==> src/rtl/tw_pkg.sv <==
package tw_pkg;
    typedef enum logic [2:0] {
        ST_IDLE,
        ST_SETUP,
        ST_SHLO,
        ST_SHHI,
        ST_END,
        ST_RDLO,
        ST_RDHI,
        ST_DONE
    } tw_state_e;
endpackage

==> src/rtl/tw_addr_map.sv <==
module tw_addr_map #(
    parameter int ADDR_W = 5,
    parameter int SPLIT  = 16
) (
    input  logic [ADDR_W-1:0] addr,
    output logic [1:0]        bank,
    output logic [7:0]        offset
);
    logic              upper;
    logic [ADDR_W-1:0] local_addr;

    assign upper      = (addr >= ADDR_W'(SPLIT));
    assign bank       = upper ? 2'd2 : 2'd1;
    assign local_addr = upper ? (addr - ADDR_W'(SPLIT)) : addr;
    assign offset     = 8'(local_addr);
endmodule

==> src/rtl/tw_timer.sv <==
module tw_timer #(
    parameter int HALF_CYC = 250
) (
    input  logic clk,
    input  logic rst_n,
    input  logic run,
    output logic tick
);
    localparam int CW = $clog2(HALF_CYC + 1);

    logic [CW-1:0] cnt;

    assign tick = run && (cnt == CW'(HALF_CYC - 1));

    always_ff @(posedge clk or negedge rst_n) begin
        if (!rst_n)
            cnt <= '0;
        else if (!run || tick)
            cnt <= '0;
        else
            cnt <= cnt + 1'b1;
    end

    assert_cnt_bound_R4: assert property (@(posedge clk) disable iff (!rst_n)
        cnt < CW'(HALF_CYC));
endmodule

==> src/rtl/tw_bus_master.sv <==
module tw_bus_master
    import tw_pkg::*;
#(
    parameter int         ADDR_W   = 5,
    parameter int         SPLIT    = 16,
    parameter int         HALF_CYC = 250,
    parameter logic [7:0] BANK_REG = 8'h01
) (
    input  logic              clk,
    input  logic              rst_n,
    input  logic              powered,
    input  logic              req,
    input  logic              req_we,
    input  logic [ADDR_W-1:0] req_addr,
    input  logic [7:0]        req_wdata,
    output logic              done,
    output logic [7:0]        rdata,
    output logic              busy,
    output logic              bus_clk,
    output logic              bus_rw,
    output logic              bus_data_o,
    output logic              bus_data_oe,
    input  logic              bus_data_i
);
    tw_state_e state, nxt;

    logic       tick, run;
    logic [1:0] map_bank, bank_q, pend_bank, bank_eff;
    logic [7:0] map_off, off_q, wdata_q, sh_q, rdata_q, cur_byte;
    logic       we_q, in_bank, byte_sel, last_byte, pwr_q, pwr_rise;
    logic [2:0] bit_idx;

    tw_addr_map #(.ADDR_W(ADDR_W), .SPLIT(SPLIT)) u_map (
        .addr   (req_addr),
        .bank   (map_bank),
        .offset (map_off)
    );

    assign run = (state != ST_IDLE) && (state != ST_DONE);

    tw_timer #(.HALF_CYC(HALF_CYC)) u_tmr (
        .clk   (clk),
        .rst_n (rst_n),
        .run   (run),
        .tick  (tick)
    );

    assign pwr_rise  = powered && !pwr_q;
    assign bank_eff  = pwr_rise ? 2'd0 : bank_q;
    assign last_byte = (in_bank || we_q) ? byte_sel : 1'b1;

    always_comb begin
        if (in_bank)
            cur_byte = byte_sel ? BANK_REG : {6'd0, pend_bank};
        else if (we_q)
            cur_byte = byte_sel ? off_q : wdata_q;
        else
            cur_byte = off_q;
    end

    // next state
    always_comb begin
        nxt = state;
        unique case (state)
            ST_IDLE:  if (req) nxt = powered ? ST_SETUP : ST_DONE;
            ST_SETUP: if (tick) nxt = ST_SHLO;
            ST_SHLO:  if (tick) nxt = ST_SHHI;
            ST_SHHI:  if (tick) nxt = (bit_idx == 3'd7 && last_byte) ? ST_END : ST_SHLO;
            ST_END:   if (tick) nxt = in_bank ? ST_SETUP : (we_q ? ST_DONE : ST_RDLO);
            ST_RDLO:  if (tick) nxt = ST_RDHI;
            ST_RDHI:  if (tick) nxt = (bit_idx == 3'd7) ? ST_DONE : ST_RDLO;
            ST_DONE:  nxt = ST_IDLE;
            default:  nxt = ST_IDLE;
        endcase
    end

    // state register
    always_ff @(posedge clk or negedge rst_n) begin
        if (!rst_n) state <= ST_IDLE;
        else        state <= nxt;
    end

    // datapath
    always_ff @(posedge clk or negedge rst_n) begin
        if (!rst_n) begin
            bank_q    <= 2'd0;
            pend_bank <= 2'd0;
            pwr_q     <= 1'b0;
            we_q      <= 1'b0;
            off_q     <= '0;
            wdata_q   <= '0;
            in_bank   <= 1'b0;
            byte_sel  <= 1'b0;
            bit_idx   <= '0;
            sh_q      <= '0;
            rdata_q   <= '0;
        end else begin
            pwr_q <= powered;
            unique case (state)
                ST_IDLE: if (req) begin
                    rdata_q <= '0;
                    if (powered) begin
                        we_q      <= req_we;
                        off_q     <= map_off;
                        wdata_q   <= req_wdata;
                        pend_bank <= map_bank;
                        in_bank   <= (map_bank != bank_eff);
                        byte_sel  <= 1'b0;
                        bit_idx   <= '0;
                    end
                end
                ST_SHHI: if (tick) begin
                    if (bit_idx == 3'd7) begin
                        bit_idx <= '0;
                        if (!last_byte) byte_sel <= 1'b1;
                    end else begin
                        bit_idx <= bit_idx + 1'b1;
                    end
                end
                ST_END: if (tick) begin
                    byte_sel <= 1'b0;
                    bit_idx  <= '0;
                    if (in_bank) begin
                        in_bank <= 1'b0;
                        bank_q  <= pend_bank;
                    end
                end
                ST_RDLO: if (tick) sh_q <= {bus_data_i, sh_q[7:1]};
                ST_RDHI: if (tick) begin
                    if (bit_idx == 3'd7) begin
                        rdata_q <= sh_q;
                        bit_idx <= '0;
                    end else begin
                        bit_idx <= bit_idx + 1'b1;
                    end
                end
                default: ;
            endcase
            if (pwr_rise) bank_q <= 2'd0;
        end
    end

    // outputs
    always_comb begin
        done        = (state == ST_DONE);
        busy        = (state != ST_IDLE);
        rdata       = rdata_q;
        bus_clk     = !((state == ST_SHLO) || (state == ST_RDLO));
        bus_rw      = (state == ST_SETUP) || (state == ST_SHLO) || (state == ST_SHHI);
        bus_data_oe = bus_rw;
        bus_data_o  = ((state == ST_SHLO) || (state == ST_SHHI)) ? cur_byte[bit_idx] : 1'b0;
    end

    assert_done_pulse_R7: assert property (@(posedge clk) disable iff (!rst_n)
        done |=> !done);

    assert_unpowered_quiet_R8: assert property (@(posedge clk) disable iff (!rst_n)
        (state == ST_IDLE && req && !powered) |=> (done && bus_clk && !bus_rw && !bus_data_oe));

    assert_cache_clear_R3: assert property (@(posedge clk) disable iff (!rst_n)
        $rose(powered) |=> (bank_q == 2'd0));

    assert_data_stable_R4: assert property (@(posedge clk) disable iff (!rst_n)
        (bus_clk && $past(bus_clk) && bus_data_oe && $past(bus_data_oe)) |-> $stable(bus_data_o));

    assert_busy_ignore_R9: assert property (@(posedge clk) disable iff (!rst_n)
        (busy && req) |=> ($stable(off_q) && $stable(we_q) && $stable(wdata_q)));
endmodule

==> config.mk <==
export PLATFORM = sky130hd
export DESIGN_NAME = tw_bus_master
export DESIGN_NICKNAME = d
export VERILOG_FILES = /design/src/rtl/tw_pkg.sv /design/src/rtl/tw_addr_map.sv /design/src/rtl/tw_timer.sv /design/src/rtl/tw_bus_master.sv
export SDC_FILE = /design/constraint.sdc
export NUM_CORES = 1
export LEC_CHECK = 0
export ABC_AREA = 1
export BUFFER_PORTS_ARGS = -buffer_cell sky130_fd_sc_hd__buf_4
export CAP_MARGIN = 20
export CELL_PAD_IN_SITES_DETAIL_PLACEMENT = 1
export CELL_PAD_IN_SITES_GLOBAL_PLACEMENT = 1
export CORE_MARGIN = 4
export CORE_UTILIZATION = 40
export CTS_BUF_LIST = sky130_fd_sc_hd__clkbuf_8
export CTS_CLUSTER_DIAMETER = 150
export DETAILED_ROUTE_END_ITERATION = 8
export GPL_ROUTABILITY_DRIVEN = 0
export GPL_TIMING_DRIVEN = 0
export PLACE_DENSITY = 0.85
export SLEW_MARGIN = 20
export SYNTH_ARGS = -nofsm -noshare
export SYNTH_HDL_FRONTEND = slang
export SYNTH_SLANG_ARGS = --single-unit
==> constraint.sdc <==
create_clock -name clk -period 1.95 [get_ports clk]
set_input_delay 0.585 -clock clk [delete_from_list [all_inputs] [get_ports clk]]
set_output_delay 0.585 -clock clk [all_outputs]
set_load 0.005 [all_outputs]
## After elaboration in Yosys (flattened, before gate mapping)

Cells that the tools add are included.

| word-level totals | value |
|---|---|
| bits in registers | 51 |
| output and inout bits | 14 |
| logic and storage cells | 121 |

| cells by class | value |
|---|---|
| add/sub/neg operators | 3 |
| order comparisons | 2 |
| equality and inequality tests | 23 |
| muxes and demuxes | 49 |
| reduce and logical (&&, ||, !) cells | 31 |

Operator list:

| kind | number |
|---|---|
| 8-bit two-way mux | 7 |
| 3-bit two-way mux | 15 |
| 3-bit one-hot mux with 8 select lines | 1 |
| 2-bit two-way mux | 9 |
| 8-bit one-hot mux with 2 select lines | 1 |
| 3-bit == test (second input constant) | 5 |
| 2-bit by 1-bit inequality test with 1-bit output (second input constant) | 7 |
| 7-bit AND reduction | 2 |
| 1-bit two-way mux | 11 |
| 2-bit inequality test (second input constant) | 5 |
| 2-bit nonzero test | 5 |
| 3-bit one-hot mux with 3 select lines | 1 |
| 3-bit nonzero test | 3 |
| 8-bit by 1-bit adder with 8-bit output (second input constant) | 1 |
| 8-bit == test (second input constant) | 1 |
| 4-bit AND reduction | 2 |
| 3-bit by 2-bit == test with 1-bit output (second input constant) | 2 |
| 1-bit logical OR | 6 |
| 3-bit AND reduction | 2 |
| 5-bit >= comparator (second input constant) | 1 |
| 5-bit two-way mux | 1 |
| 5-bit AND reduction | 1 |
| 5-bit subtractor (second input constant) | 1 |
| 1-bit logical AND | 4 |
| other kinds (12) | 14 |

## Longest topological paths before layout

Gate-level depths: netlist of run 1.

| depth | value |
|---|---|
| depth after elaboration | 7 |
| depth in mapped cells | 11 |
| mapped depth without buffers | 11 |

## By module

From an unflattened synthesis of run 1, not the netlist that was laid out.

| unflattened totals | value |
|---|---|
| cell total of the unflattened synthesis | 326 |
| area total of the unflattened synthesis | 2,831.5 µm² |

By module, submodules not included:

| module | instances | cells each | area an instance (µm²) |
|---|---|---|---|
| tw_bus_master | 1 | 263 | 2,326.0 |
| tw_timer | 1 | 51 | 426.7 |
| tw_addr_map | 1 | 12 | 78.8 |

## Worst setup path after synthesis of run 1

Ideal clock, no wire load.

| timing | value |
|---|---|
| path kind | reg2out |
| from | register byte_sel |
| to | output bus_data_o |
| arrival time | 1.074 ns |
| data required time | 1.365 ns |
| setup slack | 0.291 ns |
| stages on the path, launching flop included | 9 |
| cells stage by stage | dfrtp_1 -> clkinv_1 -> nand2_1 -> nand2_1 -> nand3_1 -> nand3_1 -> nand3_1 -> nand2_1 -> a21oi_1 |

| between the ends | value |
|---|---|
| longest elaborated chain between the ends | 6 |

RTL lines:

| what | RTL line | text |
|---|---|---|
| from (decl) | tw_bus_master.sv:30 | `logic we_q, in_bank, byte_sel, last_byte, pwr_q, pwr_rise;` |
| from (signal assigned) | tw_bus_master.sv:93 | `byte_sel <= 1'b0;` |
| from (signal assigned) | tw_bus_master.sv:108 | `byte_sel <= 1'b0;` |
| from (signal assigned) | tw_bus_master.sv:115 | `if (!last_byte) byte_sel <= 1'b1;` |
| 8-bit two-way mux | tw_bus_master.sv:56 | `cur_byte = byte_sel ? off_q : wdata_q;` |
| 8-bit two-way mux | tw_bus_master.sv:55 | `else if (we_q)` |
| 8-bit two-way mux * | tw_bus_master.sv:53 | `if (in_bank)` |
| 1-bit binary-select mux with 3-bit select * | tw_bus_master.sv:151 | `bus_data_o = ((state == ST_SHLO) \|\| (state == ST_SHHI)) ? cur_byte[bit_idx] : 1'b0;` |
| 1-bit two-way mux (implied by the code) * | tw_bus_master.sv:151 |  |
| 1-bit two-way mux * | tw_bus_master.sv:151 |  |
| to (decl) | tw_bus_master.sv:21 | `output logic bus_data_o,` |

Every way passes the cells marked *; elsewhere a longest branch is shown, timed or not. The select of a mux whose other input is x is not followed.

## Worst setup path after layout of run 1

| timing | value |
|---|---|
| from | register we_q |
| to | output bus_data_o |

| between the ends | value |
|---|---|
| longest elaborated chain between the ends | 5 |

RTL lines:

| what | RTL line | text |
|---|---|---|
| from (decl) | tw_bus_master.sv:30 |  |
| from (signal assigned) | tw_bus_master.sv:103 | `we_q <= req_we;` |
| 8-bit two-way mux | tw_bus_master.sv:55 |  |
| 8-bit two-way mux | tw_bus_master.sv:53 |  |
| 1-bit binary-select mux with 3-bit select | tw_bus_master.sv:151 |  |
| 1-bit two-way mux (implied by the code) | tw_bus_master.sv:151 |  |
| 1-bit two-way mux | tw_bus_master.sv:151 |  |

Every way passes these cells. The select of a mux whose other input is x is not followed.

==> flow_metrics.tcl, run 1 <==
set metrics [dict create \
    syn_inst 323 \
    hold_buffers 0 \
    rows 28 \
    crit_required_ns 1.36 \
    setup_violations 1 \
    cp-start-kind "register" \
    cts_buffers 5 \
    cp_slowest_cell "dfrtp_2" \
    crit_type "reg2out" \
    grt-ovfl-total 0 \
    io_pins 33 \
    port_buffers 32 \
    placedInstanceArea_um2 2870 \
    synth.avg_cell_area_um2 7.85 \
    vias_per_cell 4.95 \
    htreeDepth 2 \
    setup-tns-final_ns -0.184 \
    multi_input_area_um2 1130 \
    max_stage_delay_ns 0.49 \
    yosysSeqAreaShare_pct 50.3 \
    dp_cells 430 \
    hold_viol_final 0 \
    cp.arrival_ns 1.55 \
    cp-end-kind "primary output" \
    max_slew.worst_pin.slew_ns 0.645 \
    insertion_delay_ns 0.31 \
    nFillCells 765 \
    drt-wirelength-per-cell_um 13.6 \
    antenna_found_initial 0 \
    grt_start_max_net_pins 52 \
    crit_fanout 6 \
    final_cell_mix "100 x nand2_1, 45 x dfrtp_1, 39 x buf_4" \
    drive_gt1_share_pct 22.3 \
    power.density_nw_per_um2 574 \
    drc 0 \
    finalPower_mw 1.75 \
    utilization_pct 50.5 \
    drtPass1Iterations 4 \
    cts_tree "built" \
    violations "setup timing" \
    drt_iter0_markers 74 \
    async_reset_ff_share_pct 100 \
    root_buffer "clkbuf_8" \
    hold_class "in2async" \
    synth-seq-cells 51 \
    syn_nets 346 \
    slew_headroom_pct 57.0 \
    drt_wl_total_um 6030 \
    synth_area_um2 2540 \
    vias 2190 \
    path_cells "nand2_8 -> nand2_2 -> nand3_2 -> nand2_1 -> nand2_1 -> nand3_1 -> nand2_1 -> a21oi_2 -> buf_4" \
    worst_clock_skew_ns 0.00905 \
    ant_nets 0 \
    final_cell_area_um2 3050 \
    p_leak_nw 1.52 \
    die_w_um 87.6 \
    yosys_warnings 0 \
    min_period_ns 2.13 \
    synthFlopType "dfrtp_1" \
    hold_ws_ns 0.301 \
    drv_cap 0 \
    ir_drop_mv 0.344 \
    rsz0062_at_grt "true" \
    final_common_cell "nand2_1" \
    grt_pass1_wl_um 10500 \
    grt_pass1_vias 2340 \
    maxSlewViolCount 0 \
    fin_crit_sh_pct 109 \
    dieArea_um2 7680 \
    status "finished, violations left" \
    grt_usage_pct 17.4 \
    syn_to_final_growth_pct 20.1 \
    hpwlAfterDp_um 4490 \
    synth_area_leaders "dfrtp_1 50%, nand2_1 15%, inv_1 4.6%" \
    start_util_pct 42.1 \
    synth_cell_types 34 \
    synth_edf_count 0 \
    yosysTopAreaCellShare_pct 50.3 \
    clock_path_buffers 2 \
    coreArea_um2 6030 \
    fin_cells 442 \
    die_y_um 87.6 \
    nets 389 \
    yosysTopAreaCell "dfrtp_1" \
    timing.final.ws_setup_ns -0.184 \
    fmax_ghz 0.469 \
    pre_cts_slack_ns -0.146 \
    crit_top_cell "nand2_1" \
    cts.sink_count 51 \
    clkTransAtPathRegs_ns 0.09 \
    seq_area_um2 1280 \
    antenna_cells 0 \
]
[layout make-up]
cell class                      count  area share [%]
Buffer                              6            1.36
Sequential cell                    51            42.2
Tap cell                           75            3.08
Multi-Input combinational cell    230            37.1
Timing Repair Buffer               37            9.12
Inverter                           35            4.56
Clock inverter                      3           0.411
Clock buffer                        5            2.26
[flip-flops by register name (all words and copies together), names as in the netlist]
| register | cells |
|---|---|
| rdata | 8 |
| sh_q | 8 |
| u_tmr.cnt | 8 |
| wdata_q | 8 |
| off_q | 5 |
| bit_idx | 3 |
| state | 3 |
| bank_q | 2 |
| pend_bank | 2 |
| byte_sel | 1 |
| in_bank | 1 |
| pwr_q | 1 |
| we_q | 1 |
[where the power goes]
group	switching (mW)	leakage [nW]	total, mW	internal, mW
Sequential	0.0114	0.649	1.08	1.07
Combinational	0.0422	0.821	0.0774	0.0352
Clock	0.343	0.0505	0.585	0.242
[final timing paths]
kind                       slack [ns]  cells after the start                   start                     end
setup / recovery                -0.18                      9        we_q$_DFFE_PN0P_              bus_data_o
hold / removal                   0.30                      1                   rst_n    rdata[6]$_DFFE_PN0P_
setup reg to reg                 0.20                     11  u_tmr.cnt[1]$_DFF_PN0_  bit_idx[1]$_DFFE_PN0P_
hold reg to reg                  0.48                      2    off_q[4]$_DFFE_PN0P_    off_q[4]$_DFFE_PN0P_
max in group asynchronous        1.17                      1                   rst_n     in_bank$_DFFE_PN0P_
min in group clk                 0.40                      1                 powered         pwr_q$_DFF_PN0_
[cells in the mapped netlist (3+ instances only)]
cell	instances
nand2_1	103
inv_1	31
nor2_2	7
o21ai_1	9
a21oi_1	11
nor3_1	7
nand2_2	3
nor2_1	31
o21ai_0	17
dfrtp_1	51
nand3_1	19
ha_1	4
buf_2	3
[what timing repair did]
item,4_1_cts,5_1_grt
setup endpoints to repair,1,6
pin swaps,0,4
buffers inserted,4,1
cloned,0,0
resized for setup,11,9
[kinds of logic (layout without fill, tap and decap cells)]
logic type | count (synthesis) | after routing | share of synthesized area, %
AO/OA/AOI/OAI | 45 | 45 | 9.62
XOR/XNOR | 1 | 1 | 0.345
adder cells (fa/ha/maj) | 4 | 4 | 1.97
buffers and inverters | 42 | 86 | 6.96
flip-flops | 51 | 51 | 50.3
AND/OR/NAND/NOR | 180 | 180 | 30.8
[critical path: cells and delay by family (launching register included)]
family / cells / cell delay, ns
buffers and inverters: 1 / 0.12
AOI/OAI and AO/OA: 1 / 0.15
and+or+nand+nor: 7 / 0.49
DFF: 1 / 0.49
[layer usage]
| metal | part of all wire [%] | global-route usage, % |
|---|---|---|
| met1 | 46 | 21.6 |
| met2 | 49 | 30.3 |
| met3 | 2.9 | 3.01 |
| met4 | 1.8 | 6.28 |
| met5 | 0 | 0 |
No activity file was read; power rests on OpenSTA's default activity.
==> run 2, diff against run 1 <==
- ABC_AREA: 1 -> default
- PLACE_DENSITY: 0.85 -> 0.81
==> flow_metrics.tcl, run 2 <==
set metrics [dict create \
    timing.rr.start "state[2]$_DFFE_PN0P_" \
    fin_crit_sh_pct 125 \
    insertion_delay_ns 0.31 \
    dp_cells 338 \
    maxSlewViolCount 0 \
    cts_buffers 5 \
    cts.sink_count 51 \
    max_slew.worst_pin.slew_ns 0.651 \
    power.density_nw_per_um2 1360 \
    drt-wirelength-per-cell_um 18.8 \
    final_cell_area_um2 3210 \
    ant_nets 0 \
    placedInstanceArea_um2 2840 \
    finalPower_mw 4.36 \
    cts_tree "built" \
    min_period_ns 2.43 \
    grt_start_max_net_pins 52 \
    hold_ws_ns 0.291 \
    grt_pass1_wl_um 9980 \
    clockPowerShare_pct 15.7 \
    coreArea_um2 5990 \
    synth-seq-cells 51 \
    sw_frac_of_total_pct 38.3 \
    syn_inst 231 \
    timing.rr.end "wdata_q[7]$_DFFE_PN0P_" \
    grt_usage_pct 16.9 \
    hold_viol_final 0 \
    port_buffers 32 \
    clock_path_buffers 2 \
    cp_slowest_cell "dfrtp_1" \
    drive_gt1_share_pct 33.6 \
    drtPass1Iterations 4 \
    synth_area_um2 2510 \
    max_stage_delay_ns 0.40 \
    status "finished, violations left" \
    violations "setup timing" \
    crit_top_cell "buf_4" \
    final_common_cell "buf_4" \
    drv_cap 0 \
    setup-tns-final_ns -0.670 \
    crit_type "reg2out" \
    p_leak_nw 1.49 \
    seq_power_share_pct 36.6 \
    utilization_pct 53.6 \
    p_sw_mw 1.67 \
    synth_cell_types 47 \
    synth_common_cells "51 x dfrtp_1, 28 x nand2_1, 23 x nor2_1" \
    crit_fanout 5 \
    drt_wl_total_um 6830 \
    multi_input_area_um2 1210 \
    antenna_cells 0 \
    rows 28 \
    final_cell_mix "50 x buf_4, 47 x dfrtp_1, 28 x nand2_1" \
    intPower_mw 2.69 \
    crit_required_ns 1.36 \
    hold_class "in2async" \
    synthFlopType "dfrtp_1" \
    dieArea_um2 7610 \
    io_pins 33 \
    yosysTopAreaCellShare_pct 50.8 \
    setup_violations 4 \
    slew_headroom_pct 56.6 \
    rsz0062_at_grt "true" \
    synth.avg_cell_area_um2 10.9 \
    yosysMostFrequentCell "dfrtp_1" \
    fin_cells 364 \
    ir_drop_mv 0.662 \
    htreeDepth 2 \
    die_w_um 87.2 \
    vias_per_cell 5.45 \
    pre_cts_slack_ns -0.341 \
    path_cells "nand2b_4 -> buf_4 -> a211oi_2 -> o22ai_1 -> a221oi_2 -> buf_4" \
    yosysSeqAreaShare_pct 50.8 \
    hpwlAfterDp_um 3930 \
    syn_to_final_growth_pct 28.0 \
    ff2ff_path_depth 5 \
    syn_nets 254 \
    clkTransAtPathRegs_ns 0.09 \
    cp-start-kind "register" \
    synth_edf_count 0 \
    power_frac_comb_pct 47.7 \
    fmax_ghz 0.411 \
    timing.final.ws_setup_ns -0.483 \
    drt_iter0_markers 124 \
    die_y_um 87.2 \
    root_buffer "clkbuf_8" \
    grt-ovfl-total 0 \
    yosysTopAreaCell "dfrtp_1" \
    start_util_pct 41.9 \
    cp-end-kind "primary output" \
    grt_pass1_vias 2041 \
    seq_area_um2 1280 \
    drc 0 \
    vias 1982 \
    worst_clock_skew_ns 0.00993 \
    rrSetupSlack_ns -0.03 \
    cp.arrival_ns 1.85 \
    async_reset_ff_share_pct 100 \
    synth_area_leaders "dfrtp_1 51%, mux2_1 9.9%, nand2_1 4.2%" \
    nets 311 \
    nFillCells 659 \
    yosys_warnings 0 \
    antenna_found_initial 0 \
]
## run 2: cell count changes in the layout (fill, tap and decap cells not counted), sizes merged, moves of 3 or more
cell	previous run	this run
buf	43	61
clkinv	3	0
inv	35	9
nand3	20	5
mux2	0	22
xnor2	0	5
mux2i	0	7
nor2	39	23
a21oi	11	6
o21ai	26	14
nand3b	0	4
nand2	107	28
## run 2: worst max-delay path by stage
stage / cells after the start / slack (ns) / end / startpoint
after global routing: 6 / -0.58 / bus_data_o / byte_sel$_DFFE_PN0P_
after floorplan: 4 / 0.02 / bus_data_o / byte_sel$_DFFE_PN0P_
after global placement: 6 / -0.30 / bus_data_o / bit_idx[0]$_DFFE_PN0P_
after CTS: 5 / -0.44 / bus_data_o / we_q$_DFFE_PN0P_
after detailed placement: 6 / -0.34 / bus_data_o / bit_idx[0]$_DFFE_PN0P_
final: 6 / -0.48 / bus_data_o / byte_sel$_DFFE_PN0P_
## run 2: layer usage
metal	part of all wire, %	wire [um]	GRT usage, %
met1	41	2830	21.1
met4	2.3	159	6.83
met3	4.6	313	3.50
met2	52	3530	28.4
met5	0	0	0
## run 2: timing repair
item | in CTS | in global routing
pin swaps | 4 | 7
setup buffers | 8 | 11
hold buffers | 0 | 0
setup endpoints to repair | 5 | 7
gates resized for setup | 22 | 18
## run 2: kinds of logic after synthesis
logic type / synth area share, %
AOI/OAI and AO/OA: 10.9
buffers and inverters: 3.84
adders and majority gates: 1.99
and+or+nand+nor: 16.1
xor gates and xnor gates: 2.79
DFF: 50.8
muxes: 13.6
## run 2: critical path: cells and delay by family, from the launching register on
kind | cells | cell delay (ns)
flip-flops | 1 | 0.40
buffers and inverters | 2 | 0.31
AO/OA/AOI/OAI | 3 | 0.64
AND/OR/NAND/NOR | 1 | 0.19
## run 2: power by group through the flow
stage	logic, mW	registers [mW]	clock network [mW]
after CTS	1.73	1.57	0.693
after floorplan	1.05	1.51	0
after global routing	2.26	1.64	0.744
after global placement	1.42	1.56	0
final	2.08	1.60	0.683
after detailed placement	1.48	1.58	0
## run 2: area by class of cell
| type | instances | area share, % |
|---|---|---|
| clock inverter | 1 | 0.234 |
| buffer | 10 | 3.15 |
| clock buffer | 7 | 3.00 |
| tap | 75 | 2.92 |
| sequential | 51 | 39.9 |
| timing repair buffer | 51 | 12.1 |
| multi-input combinational | 160 | 37.6 |
| inverter | 9 | 1.05 |
